===== src/rtl/crc_pkg.sv =====
package crc_pkg;
    localparam int DW        = 8;
    localparam int REG_COUNT = 4;
    localparam int IDX_W     = $clog2(REG_COUNT);

    // register index order: transmit, receiver 0, receiver 1, divider
    localparam logic [IDX_W-1:0] DIV_IDX = IDX_W'(3);
    localparam logic [DW-1:0]    DIV_KEEP = 8'h1E;

    localparam logic [DW-1:0] OP_SOFT_RST = 8'h04;
    localparam logic [REG_COUNT-1:0][DW-1:0] OP_WRITE = {8'h38, 8'h24, 8'h10, 8'h08};
    localparam logic [REG_COUNT-1:0][DW-1:0] OP_READ  = {8'hD4, 8'hB4, 8'h94, 8'h84};

    typedef enum logic [1:0] {
        CK_NONE,
        CK_SOFT,
        CK_WRITE,
        CK_READ
    } cmd_kind_e;

    typedef struct packed {
        cmd_kind_e        kind;
        logic [IDX_W-1:0] idx;
    } cmd_dec_t;

    typedef enum logic {
        ST_IDLE,
        ST_WAIT_DATA
    } ctl_state_e;
endpackage


===== src/rtl/crc_mr_stretch.sv =====
module crc_mr_stretch #(
    parameter int SYNC_STAGES = 2,
    parameter int MR_HOLD     = 2
) (
    input  logic clk,
    input  logic rst_n,
    input  logic mr_async,
    output logic mr_active
);
    localparam int CW = $clog2(MR_HOLD + 1);

    typedef struct packed {
        logic [SYNC_STAGES-1:0] sync;
        logic [CW-1:0]          cnt;
    } mr_state_t;

    mr_state_t st_d, st_q;
    logic      sync_out;

    assign sync_out  = st_q.sync[SYNC_STAGES-1];
    assign mr_active = sync_out || (st_q.cnt != '0);

    always_comb begin
        st_d      = st_q;
        st_d.sync = {st_q.sync[SYNC_STAGES-2:0], mr_async};
        if (sync_out) begin
            st_d.cnt = CW'(MR_HOLD - 1);
        end else if (st_q.cnt != '0) begin
            st_d.cnt = st_q.cnt - CW'(1);
        end
    end

    always_ff @(posedge clk or negedge rst_n) begin
        if (!rst_n) begin
            st_q <= '0;
        end else begin
            st_q <= st_d;
        end
    end

    generate
        if (MR_HOLD >= 2) begin : g_min_hold
            AST_MR_MIN_PULSE: assert property (@(posedge clk) disable iff (!rst_n)
                $rose(mr_active) |=> mr_active);
        end
    endgenerate
endmodule


===== src/rtl/crc_opdec.sv =====
module crc_opdec
    import crc_pkg::*;
(
    input  logic [DW-1:0] op,
    output cmd_dec_t      dec
);
    always_comb begin
        dec.kind = CK_NONE;
        dec.idx  = '0;
        if (op == OP_SOFT_RST) begin
            dec.kind = CK_SOFT;
        end
        for (int i = 0; i < REG_COUNT; i++) begin
            if (op == OP_WRITE[i]) begin
                dec.kind = CK_WRITE;
                dec.idx  = IDX_W'(i);
            end
            if (op == OP_READ[i]) begin
                dec.kind = CK_READ;
                dec.idx  = IDX_W'(i);
            end
        end
    end
endmodule


===== src/rtl/crc_cfg_file.sv =====
module crc_cfg_file
    import crc_pkg::*;
(
    input  logic                        clk,
    input  logic                        rst_n,
    input  logic                        clr,
    input  logic                        wr_en,
    input  logic [IDX_W-1:0]            wr_idx,
    input  logic [DW-1:0]               wr_data,
    output logic [REG_COUNT-1:0][DW-1:0] regs
);
    logic [REG_COUNT-1:0][DW-1:0] regs_d, regs_q;

    generate
        for (genvar g = 0; g < REG_COUNT; g++) begin : g_reg
            always_comb begin
                if (clr) begin
                    regs_d[g] = '0;
                end else if (wr_en && (wr_idx == IDX_W'(g))) begin
                    regs_d[g] = wr_data;
                end else begin
                    regs_d[g] = regs_q[g];
                end
            end
        end
    endgenerate

    always_ff @(posedge clk or negedge rst_n) begin
        if (!rst_n) begin
            regs_q <= '0;
        end else begin
            regs_q <= regs_d;
        end
    end

    assign regs = regs_q;

    AST_DIV_MASK: assert property (@(posedge clk) disable iff (!rst_n)
        (regs_q[DIV_IDX] & ~DIV_KEEP) == '0);
endmodule


===== src/rtl/cmd_reset_ctrl.sv =====
module cmd_reset_ctrl
    import crc_pkg::*;
#(
    parameter int N_FIFO      = 3,
    parameter int N_MBOX      = 6,
    parameter int SYNC_STAGES = 2,
    parameter int MR_HOLD     = 2
) (
    input  logic              clk,
    input  logic              rst_n,
    input  logic              mreset_in,
    input  logic              byte_vld,
    input  logic              byte_first,
    input  logic [DW-1:0]     byte_in,
    output logic              rd_vld,
    output logic [DW-1:0]     rd_data,
    output logic [DW-1:0]     tx_ctrl,
    output logic [DW-1:0]     rx0_ctrl,
    output logic [DW-1:0]     rx1_ctrl,
    output logic [DW-1:0]     clk_div,
    output logic [N_FIFO-1:0] fifo_clr,
    output logic [N_MBOX-1:0] mbox_clr,
    output logic              filt_clr,
    output logic              match_clr
);
    typedef struct packed {
        ctl_state_e        st;
        logic [IDX_W-1:0]  widx;
        logic              rd_vld;
        logic [DW-1:0]     rd_data;
        logic [N_FIFO-1:0] fifo_clr;
        logic [N_MBOX-1:0] mbox_clr;
        logic              filt_clr;
        logic              match_clr;
    } ctl_t;

    ctl_t                         c_d, c_q;
    logic                         mr_active;
    cmd_dec_t                     dec;
    logic                         wr_en;
    logic [DW-1:0]                wr_data;
    logic [REG_COUNT-1:0][DW-1:0] cfg;

    crc_mr_stretch #(
        .SYNC_STAGES (SYNC_STAGES),
        .MR_HOLD     (MR_HOLD)
    ) u_mr (
        .clk       (clk),
        .rst_n     (rst_n),
        .mr_async  (mreset_in),
        .mr_active (mr_active)
    );

    crc_opdec u_dec (
        .op  (byte_in),
        .dec (dec)
    );

    crc_cfg_file u_cfg (
        .clk     (clk),
        .rst_n   (rst_n),
        .clr     (mr_active),
        .wr_en   (wr_en),
        .wr_idx  (c_q.widx),
        .wr_data (wr_data),
        .regs    (cfg)
    );

    assign wr_data = byte_in & ((c_q.widx == DIV_IDX) ? DIV_KEEP : {DW{1'b1}});

    always_comb begin
        c_d           = c_q;
        c_d.rd_vld    = 1'b0;
        c_d.fifo_clr  = '0;
        c_d.mbox_clr  = '0;
        c_d.filt_clr  = 1'b0;
        c_d.match_clr = 1'b0;
        wr_en         = 1'b0;
        if (mr_active) begin
            c_d.st        = ST_IDLE;
            c_d.rd_data   = '0;
            c_d.fifo_clr  = '1;
            c_d.mbox_clr  = '1;
            c_d.filt_clr  = 1'b1;
            c_d.match_clr = 1'b1;
        end else if (byte_vld) begin
            if (byte_first) begin
                c_d.st      = ST_IDLE;
                c_d.rd_vld  = 1'b1;
                c_d.rd_data = '0;
                case (dec.kind)
                    CK_SOFT: begin
                        c_d.fifo_clr = '1;
                        c_d.mbox_clr = '1;
                    end
                    CK_WRITE: begin
                        c_d.st   = ST_WAIT_DATA;
                        c_d.widx = dec.idx;
                    end
                    CK_READ: begin
                        c_d.rd_data = cfg[dec.idx];
                    end
                    default: ;
                endcase
            end else if (c_q.st == ST_WAIT_DATA) begin
                wr_en  = 1'b1;
                c_d.st = ST_IDLE;
            end
        end
    end

    always_ff @(posedge clk or negedge rst_n) begin
        if (!rst_n) begin
            c_q <= '0;
        end else begin
            c_q <= c_d;
        end
    end

    assign rd_vld    = c_q.rd_vld;
    assign rd_data   = c_q.rd_data;
    assign tx_ctrl   = cfg[0];
    assign rx0_ctrl  = cfg[1];
    assign rx1_ctrl  = cfg[2];
    assign clk_div   = cfg[3];
    assign fifo_clr  = c_q.fifo_clr;
    assign mbox_clr  = c_q.mbox_clr;
    assign filt_clr  = c_q.filt_clr;
    assign match_clr = c_q.match_clr;

    AST_FILT_WITH_ALL: assert property (@(posedge clk) disable iff (!rst_n)
        (filt_clr || match_clr) |-> (filt_clr && match_clr && (&fifo_clr) && (&mbox_clr)));
    AST_CLR_GROUPED: assert property (@(posedge clk) disable iff (!rst_n)
        (fifo_clr != '0) |-> ((&fifo_clr) && (&mbox_clr)));
    AST_RD_AFTER_OPCODE: assert property (@(posedge clk) disable iff (!rst_n)
        rd_vld |-> $past(byte_vld && byte_first && !mr_active));
    AST_MR_CLEARS_CFG: assert property (@(posedge clk) disable iff (!rst_n)
        $past(mr_active) |-> (cfg == '0 && !rd_vld));
endmodule


===== config.mk =====
export PLATFORM = sky130hd
export DESIGN_NAME = cmd_reset_ctrl
export DESIGN_NICKNAME = d
export VERILOG_FILES = /design/src/rtl/crc_pkg.sv /design/src/rtl/crc_mr_stretch.sv /design/src/rtl/crc_opdec.sv /design/src/rtl/crc_cfg_file.sv /design/src/rtl/cmd_reset_ctrl.sv
export SDC_FILE = /design/constraint.sdc
export NUM_CORES = 1
export LEC_CHECK = 0
export CAP_MARGIN = 40
export CORE_MARGIN = 1.5
export CORE_UTILIZATION = 55
export CTS_BUF_LIST = sky130_fd_sc_hd__clkbuf_2
export DETAILED_ROUTE_END_ITERATION = 6
export PLACE_DENSITY_LB_ADDON = 0.25
export SYNTH_ARGS = -nofsm -noshare
export SYNTH_HDL_FRONTEND = slang
export SYNTH_SLANG_ARGS = --single-unit

===== constraint.sdc =====
create_clock -name clk -period 4.8 [get_ports clk]
set_clock_uncertainty 0.2 [all_clocks]
set_input_delay 1.2 -clock clk [delete_from_list [all_inputs] [get_ports clk]]
set_output_delay 1.2 -clock clk [all_outputs]
set_load 0.02 [all_outputs]

==> flow_metrics.tcl, run 1 <==
set metrics [dict create \
    status "complete, but fails checks" \
    violations "DRC" \
    yosys_warnings 0 \
    cts.clk_slew.worst_paths_ns 0.23 \
    worstPathMaxFanout 11 \
    post-cts-setup-buffers 0 \
    final_max_slew_viol_count 0 \
    comb_power_share_pct 24.9 \
    die_area_um2 5125 \
    dp_hpwl_um 4261 \
    critPathKind "input pin to flop" \
    first_global_vias 1751 \
    power.switching_uw 260.3 \
    drive_gt1_share_pct 10.79 \
    synth_top_cells_by_area "dfrtp_1 48%, mux2i_1 11%, buf_4 5.5%" \
    cts_sinks 50 \
    worstSetupEndpointType "flop" \
    cellLeakagePower_nw 1.347 \
    worst_pin_slew_ns 0.8426 \
    final.setup.worst_slack_ns 1.407 \
    synthFlopType "dfrtp_1" \
    cts_made_buffers 5 \
    tns_ns 0 \
    gp_congestion 0.7953 \
    dpl_worst_slack_ns 0.9587 \
    drt-initial-drc-count 115 \
    max_slew_margin_pct 43.40 \
    period_needed_ns 3.393 \
    fill_cells 377 \
    cts_buffer_depth 2 \
    hp-class "flop to flop" \
    area_delta_synth_final_pct 21.95 \
    fin_area_um2 3156 \
    antenna_found_initial 0 \
    clk-insertion-delay-late_ns 0.42 \
    dr.max_layer_used "met4" \
    p_clk_share_pct 20.0 \
    nets 292 \
    ys_async_sr_fraction_pct 100.0 \
    seqPwrFrac_pct 55.2 \
    reg2reg_depth 7 \
    synth.avg_cell_area_um2 11.01 \
    ctsHoldBuffers 0 \
    start_util_pct 58.22 \
    power_uw 813.6 \
    cts-htree-levels 2 \
    cts-root-buf "clkbuf_2" \
    p_sw_share_pct 32.00 \
    maxCapViolCount 0 \
    fin_util_pct 71.00 \
    design.core.area_um2 4444 \
    syn_nets 249 \
    cp.required_ns 4.95 \
    pwr_density_cell_nw_per_um2 257.8 \
    yosysTopAreaCellShare_pct 48.36 \
    internal_power_uw 553.3 \
    grt_pass1_wl_um 9397 \
    syn_area_um2 2587 \
    die_width_um 71.59 \
    drc 4 \
    place_inst 323 \
    viasPerCell 5.703 \
    synth_edf_count 0 \
    ios 65 \
    rsz0062_at_grt "no" \
    synth_cells 235 \
    dr_wl_met2_um 2731 \
    synth_seq_area_share_pct 48.36 \
    route.met3.wl_um 319 \
    drt_wl_total_um 5849 \
    setup_viol_count_final 0 \
    wire_per_inst_um 17.72 \
    via_count 1882 \
    final_cells 330 \
    max_freq_mhz 294.8 \
    grt_max_degree 29 \
    yosysTopAreaCell "dfrtp_1" \
    dr.pass1.iters 7 \
    grt_usage_pct 24.46 \
    vdd_drop_max_mv 0.1926 \
    startpoint_type "input pin" \
    io_buffers 64 \
    cp.arrival_ns 3.54 \
    overflow 0 \
    std_cell_rows 24 \
    fin_hold_ws_ns 0.1823 \
    ant_nets 0 \
    cts_tree "done" \
    cts_resized 0 \
    ys_types 40 \
    die_h_um 71.59 \
    place_area_um2 3120 \
    synth-seq-cells 50 \
    hold_viol 0 \
    whs_path_depth 0 \
    finalCritPeriodShare_pct 70.68 \
    diodes 0 \
    met1Wirelength_um 2736 \
]
## synth_stat cells, types with 2 or more instances
master,n
dfrtp_1,50
nor2_1,34
mux2i_1,29
buf_4,19
and2_1,13
nand2_1,12
o21ai_0,9
a221oi_1,8
mux2_2,8
clkbuf_1,7
nand2b_1,5
buf_2,3
inv_1,3
nand3_1,3
nor4b_1,3
a21oi_1,2
nor2b_1,2
nor4_4,2
xor2_1,2
## registers in the layout, summed over array words and instances, names as in the netlist
signal / flops
rd_vld: 1
u_cfg.regs: 32
c_q: 3
rd_data: 8
u_mr.st_d: 1
filt_clr: 1
u_mr.st_q: 3
mbox_clr: 1
## area by class of cell
cell class	count	area, um2	share of cell area, %
Timing Repair Buffer	66	663.1	21.02
Inverter	3	11.26	0.3569
Clock buffer	7	35.03	1.110
Multi-Input combinational cell	152	1130	35.80
Sequential cell	50	1251	39.65
Tap cell	52	65.06	2.062
## per-layer routing
| metal | track usage, % | vias up |
|---|---|---|
| met4 | 5.660 | 0 |
| met5 | 0 | - |
| met3 | 4.641 | 5 |
| met1 | 35.79 | 933 |
| met2 | 38.32 | 63 |
| li1 | - | 881 |
## power groups by stage
stage / sequential [mW] / clock (mW) / combinational [mW]
after floorplan: 0.458 / 0 / 0.141
after global placement: 0.455 / 0 / 0.195
after detailed placement: 0.457 / 0 / 0.202
after CTS: 0.449 / 0.164 / 0.203
after global routing: 0.452 / 0.180 / 0.219
final: 0.449 / 0.162 / 0.202
## kinds of logic (layout without fill, tap and decap cells)
group           after synthesis  in the layout  share of synthesized area [%]
simple gates                 82             82                          18.23
flops                        50             50                          48.36
mux                          38             38                          15.28
buf+inv                      33             76                          7.979
compound gates               28             28                          8.656
xor+xnor                      3              3                          1.016
fa+ha+maj                     1              1                         0.4835
## cells in the final DEF (no fill, tap or decap), types with 2 or more instances in the layout
cell type / instances
mux2i_1: 29
nor2_1: 34
nand3_1: 3
nand2_1: 12
o21ai_0: 9
clkdlybuf4s50_1: 63
nor4_4: 2
nand2b_1: 5
and2_1: 13
nor4b_1: 3
dfrtp_1: 50
mux2_2: 8
xor2_1: 2
clkbuf_2: 7
a221oi_1: 8
nor2b_1: 2
a21oi_1: 2
inv_1: 3
## worst max-delay path, stage by stage
cell and delay, ns:
clkdlybuf4s50_1 0.73, or4b_4 0.56, o21ai_2 0.50, o311ai_2 0.30
o21ai_0 0.24
## worst paths after layout
| kind | start | endpoint | slack, ns |
|---|---|---|---|
| setup / recovery | byte_in[2] | rd_data[0]$_DFFE_PN0P_ | 1.41 |
| hold / removal | u_mr.st_d[3]$_DFF_PN0_ | u_mr.st_q[3]$_DFF_PN0_ | 0.18 |
| setup reg to reg | u_mr.st_q[0]$_DFFE_PN0N_ | u_cfg.regs[6]$_DFFE_PN0P_ | 1.91 |
| hold reg to reg | u_mr.st_d[3]$_DFF_PN0_ | u_mr.st_q[3]$_DFF_PN0_ | 0.18 |
| max in group asynchronous | rst_n | u_cfg.regs[31]$_DFFE_PN0P_ | 3.33 |
| min in group asynchronous | rst_n | rd_data[1]$_DFFE_PN0P_ | 0.52 |
(Power assumes the default switching activity.)
==> run 2: changes to the inputs <==
CORE_UTILIZATION = 51   (was 55)
clock period = 3.25 ns   (was 4.8 ns; I/O delays follow)
==> run 2 against run 1 <==
Against the previous run: the flow now finishes without violations; largest power group unchanged; register-to-register slack got worse by 0.81 ns; via count increased by 3.3%; critical endpoint is now rd_data[3]$_DFFE_PN0P_; first-iteration DRC count up 21%; global-route usage fell by 1.1 points; core utilization down 2.2 points; clock-buffer cell count shrank 2.
==> flow_metrics.tcl, run 2 (synthesis results as in run 1) <==
set metrics [dict create \
    worstSetupEndpointType "flop" \
    fin_util_pct 68.83 \
    cts_tree "done" \
    viasPerCell 5.326 \
    cts_sinks 50 \
    finalCritPeriodShare_pct 82.62 \
    critPathKind "input pin to flop" \
    period_needed_ns 2.685 \
    cellLeakagePower_nw 1.436 \
    cts_made_buffers 5 \
    ios 65 \
    final_common_cell "clkdlybuf4s50_1" \
    clk-insertion-delay-late_ns 0.41 \
    whs_path_depth 0 \
    dr.max_layer_used "met4" \
    dp_hpwl_um 4387 \
    rrSetupSlack_ns 1.10 \
    dr_wl_met2_um 2932 \
    drt_wl_total_um 5787 \
    max_freq_mhz 372.4 \
    die_width_um 74.23 \
    grt_pass1_wl_um 9653 \
    drt-initial-drc-count 139 \
    drc 0 \
    fill_cells 382 \
    wire_per_inst_um 15.85 \
    met1Wirelength_um 2574 \
    diodes 0 \
    cts_resized 0 \
    hold_path_end "u_mr.st_q[3]$_DFF_PN0_" \
    cts_buffer_depth 2 \
    first_global_vias 1956 \
    cts-htree-levels 2 \
    worstHoldStart "u_mr.st_d[3]$_DFF_PN0_" \
    tns_ns 0 \
    antenna_found_initial 0 \
    maxCapViolCount 0 \
    status "complete, no violations" \
    cts-root-buf "clkbuf_2" \
    multi_input_area_um2 1130 \
    nets 313 \
    gp_congestion 0.8597 \
    cp.required_ns 3.37 \
    area_delta_synth_final_pct 28.14 \
    vdd_drop_max_mv 0.2156 \
    layout_common_cells "63 x clkdlybuf4s50_1, 50 x dfrtp_1, 34 x nor2_1" \
    largest_reg_flops 32 \
    dr.pass1.iters 4 \
    io_buffers 64 \
    ff_latch_area_um2 1251 \
    worst_pin_slew_ns 0.6651 \
    cp_slowest_stage_delay_ns 0.51 \
    max_slew_margin_pct 55.66 \
    drive_gt1_share_pct 16.11 \
    startpoint_type "input pin" \
    grt_max_degree 31 \
    pwr_density_cell_nw_per_um2 359.7 \
    ant_nets 0 \
    hold_viol 0 \
    r2r_start "u_mr.st_q[0]$_DFFE_PN0N_" \
    via_count 1944 \
    cp.arrival_ns 2.80 \
    rsz0062_at_grt "no" \
    grt_usage_pct 23.36 \
    die_h_um 74.23 \
    post-cts-setup-buffers 0 \
    cts.clk_slew.worst_paths_ns 0.22 \
    hp-class "flop to flop" \
    slowest_stage "clkdlybuf4s50_1" \
    worstPathCellList "clkdlybuf4s50_1, nor4_2, nand4b_2, mux2_2, a221oi_1, o21ai_0" \
    final_max_slew_viol_count 0 \
    die_area_um2 5510 \
    setup_viol_count_final 0 \
    overflow 0 \
    design.core.area_um2 4817 \
    reg2reg_depth 7 \
    worstPathMaxFanout 9 \
    std_cell_rows 25 \
    route.met3.wl_um 201 \
    r2r_end "rd_data[3]$_DFFE_PN0P_" \
    start_util_pct 53.71 \
]
## run 2: how the worst max path moves through the flow
stage                     cells past startpoint       start                     end  slack (ns)
final                                         6  byte_in[1]  rd_data[3]$_DFFE_PN0P_        0.56
after global routing                          6  byte_in[1]  rd_data[7]$_DFFE_PN0P_        0.38
after CTS                                     6  byte_in[5]  rd_data[0]$_DFFE_PN0P_        0.58
after detailed placement                      6  byte_in[5]  rd_data[4]$_DFFE_PN0P_        0.11
after global placement                        6  byte_in[5]  rd_data[2]$_DFFE_PN0P_        0.15
after floorplan                               5  byte_in[1]     c_q[20]$_DFFE_PN0P_        0.66
## run 2: worst max-delay path, delay by kind of cell
| family | cells | cell delay, ns |
|---|---|---|
| compound gates | 2 | 0.36 |
| mux | 1 | 0.40 |
| simple gates | 2 | 0.72 |
| buf+inv | 1 | 0.51 |
## run 2: metrics by stage
| step | std cells | hold slack (ns) | cell area [um2] | power, mW | setup WS [ns] |
|---|---|---|---|---|---|
| after global routing | 365 | 0.1879 | 3316 | 1.257 | 0.3818 |
| after floorplan | 235 | 0.1312 | 2587 | 0.8851 | 0.6616 |
| after global placement | 358 | 0.1390 | 3277 | 0.9731 | 0.1519 |
| after detailed placement | 358 | 0.1371 | 3277 | 0.9803 | 0.1085 |
| final | 365 | 0.1813 | 3316 | 1.193 | 0.5649 |
| after CTS | 365 | 0.1831 | 3316 | 1.201 | 0.5809 |
## run 2: cell type report
cell class              instances  area share, %
clock inverters                 1         0.1132
clock buffers                   5         0.7547
inverters                       3         0.3396
repair buffers                 87          24.45
multi-input cells             152          34.08
well taps                      67          2.528
flip-flops and latches         50          37.74
## run 2: timing repair
item                                    CTS  global route
endpoints found under the setup margin    0             0
hold buffers                              1             0
endpoints found under the hold margin     1             0
## run 2: power breakdown
part	internal (mW)	total, mW	switching, mW
clock	0.0428	0.227	0.184
combinational	0.124	0.304	0.180
sequential	0.645	0.662	0.0175
total	0.811	1.19	0.381
## run 2: layer usage
| metal | GRT usage, % | vias up |
|---|---|---|
| li1 | - | 924 |
| met1 | 30.93 | 960 |
| met2 | 39.48 | 53 |
| met3 | 4.201 | 7 |
| met4 | 6.869 | 0 |
| met5 | 0 | - |
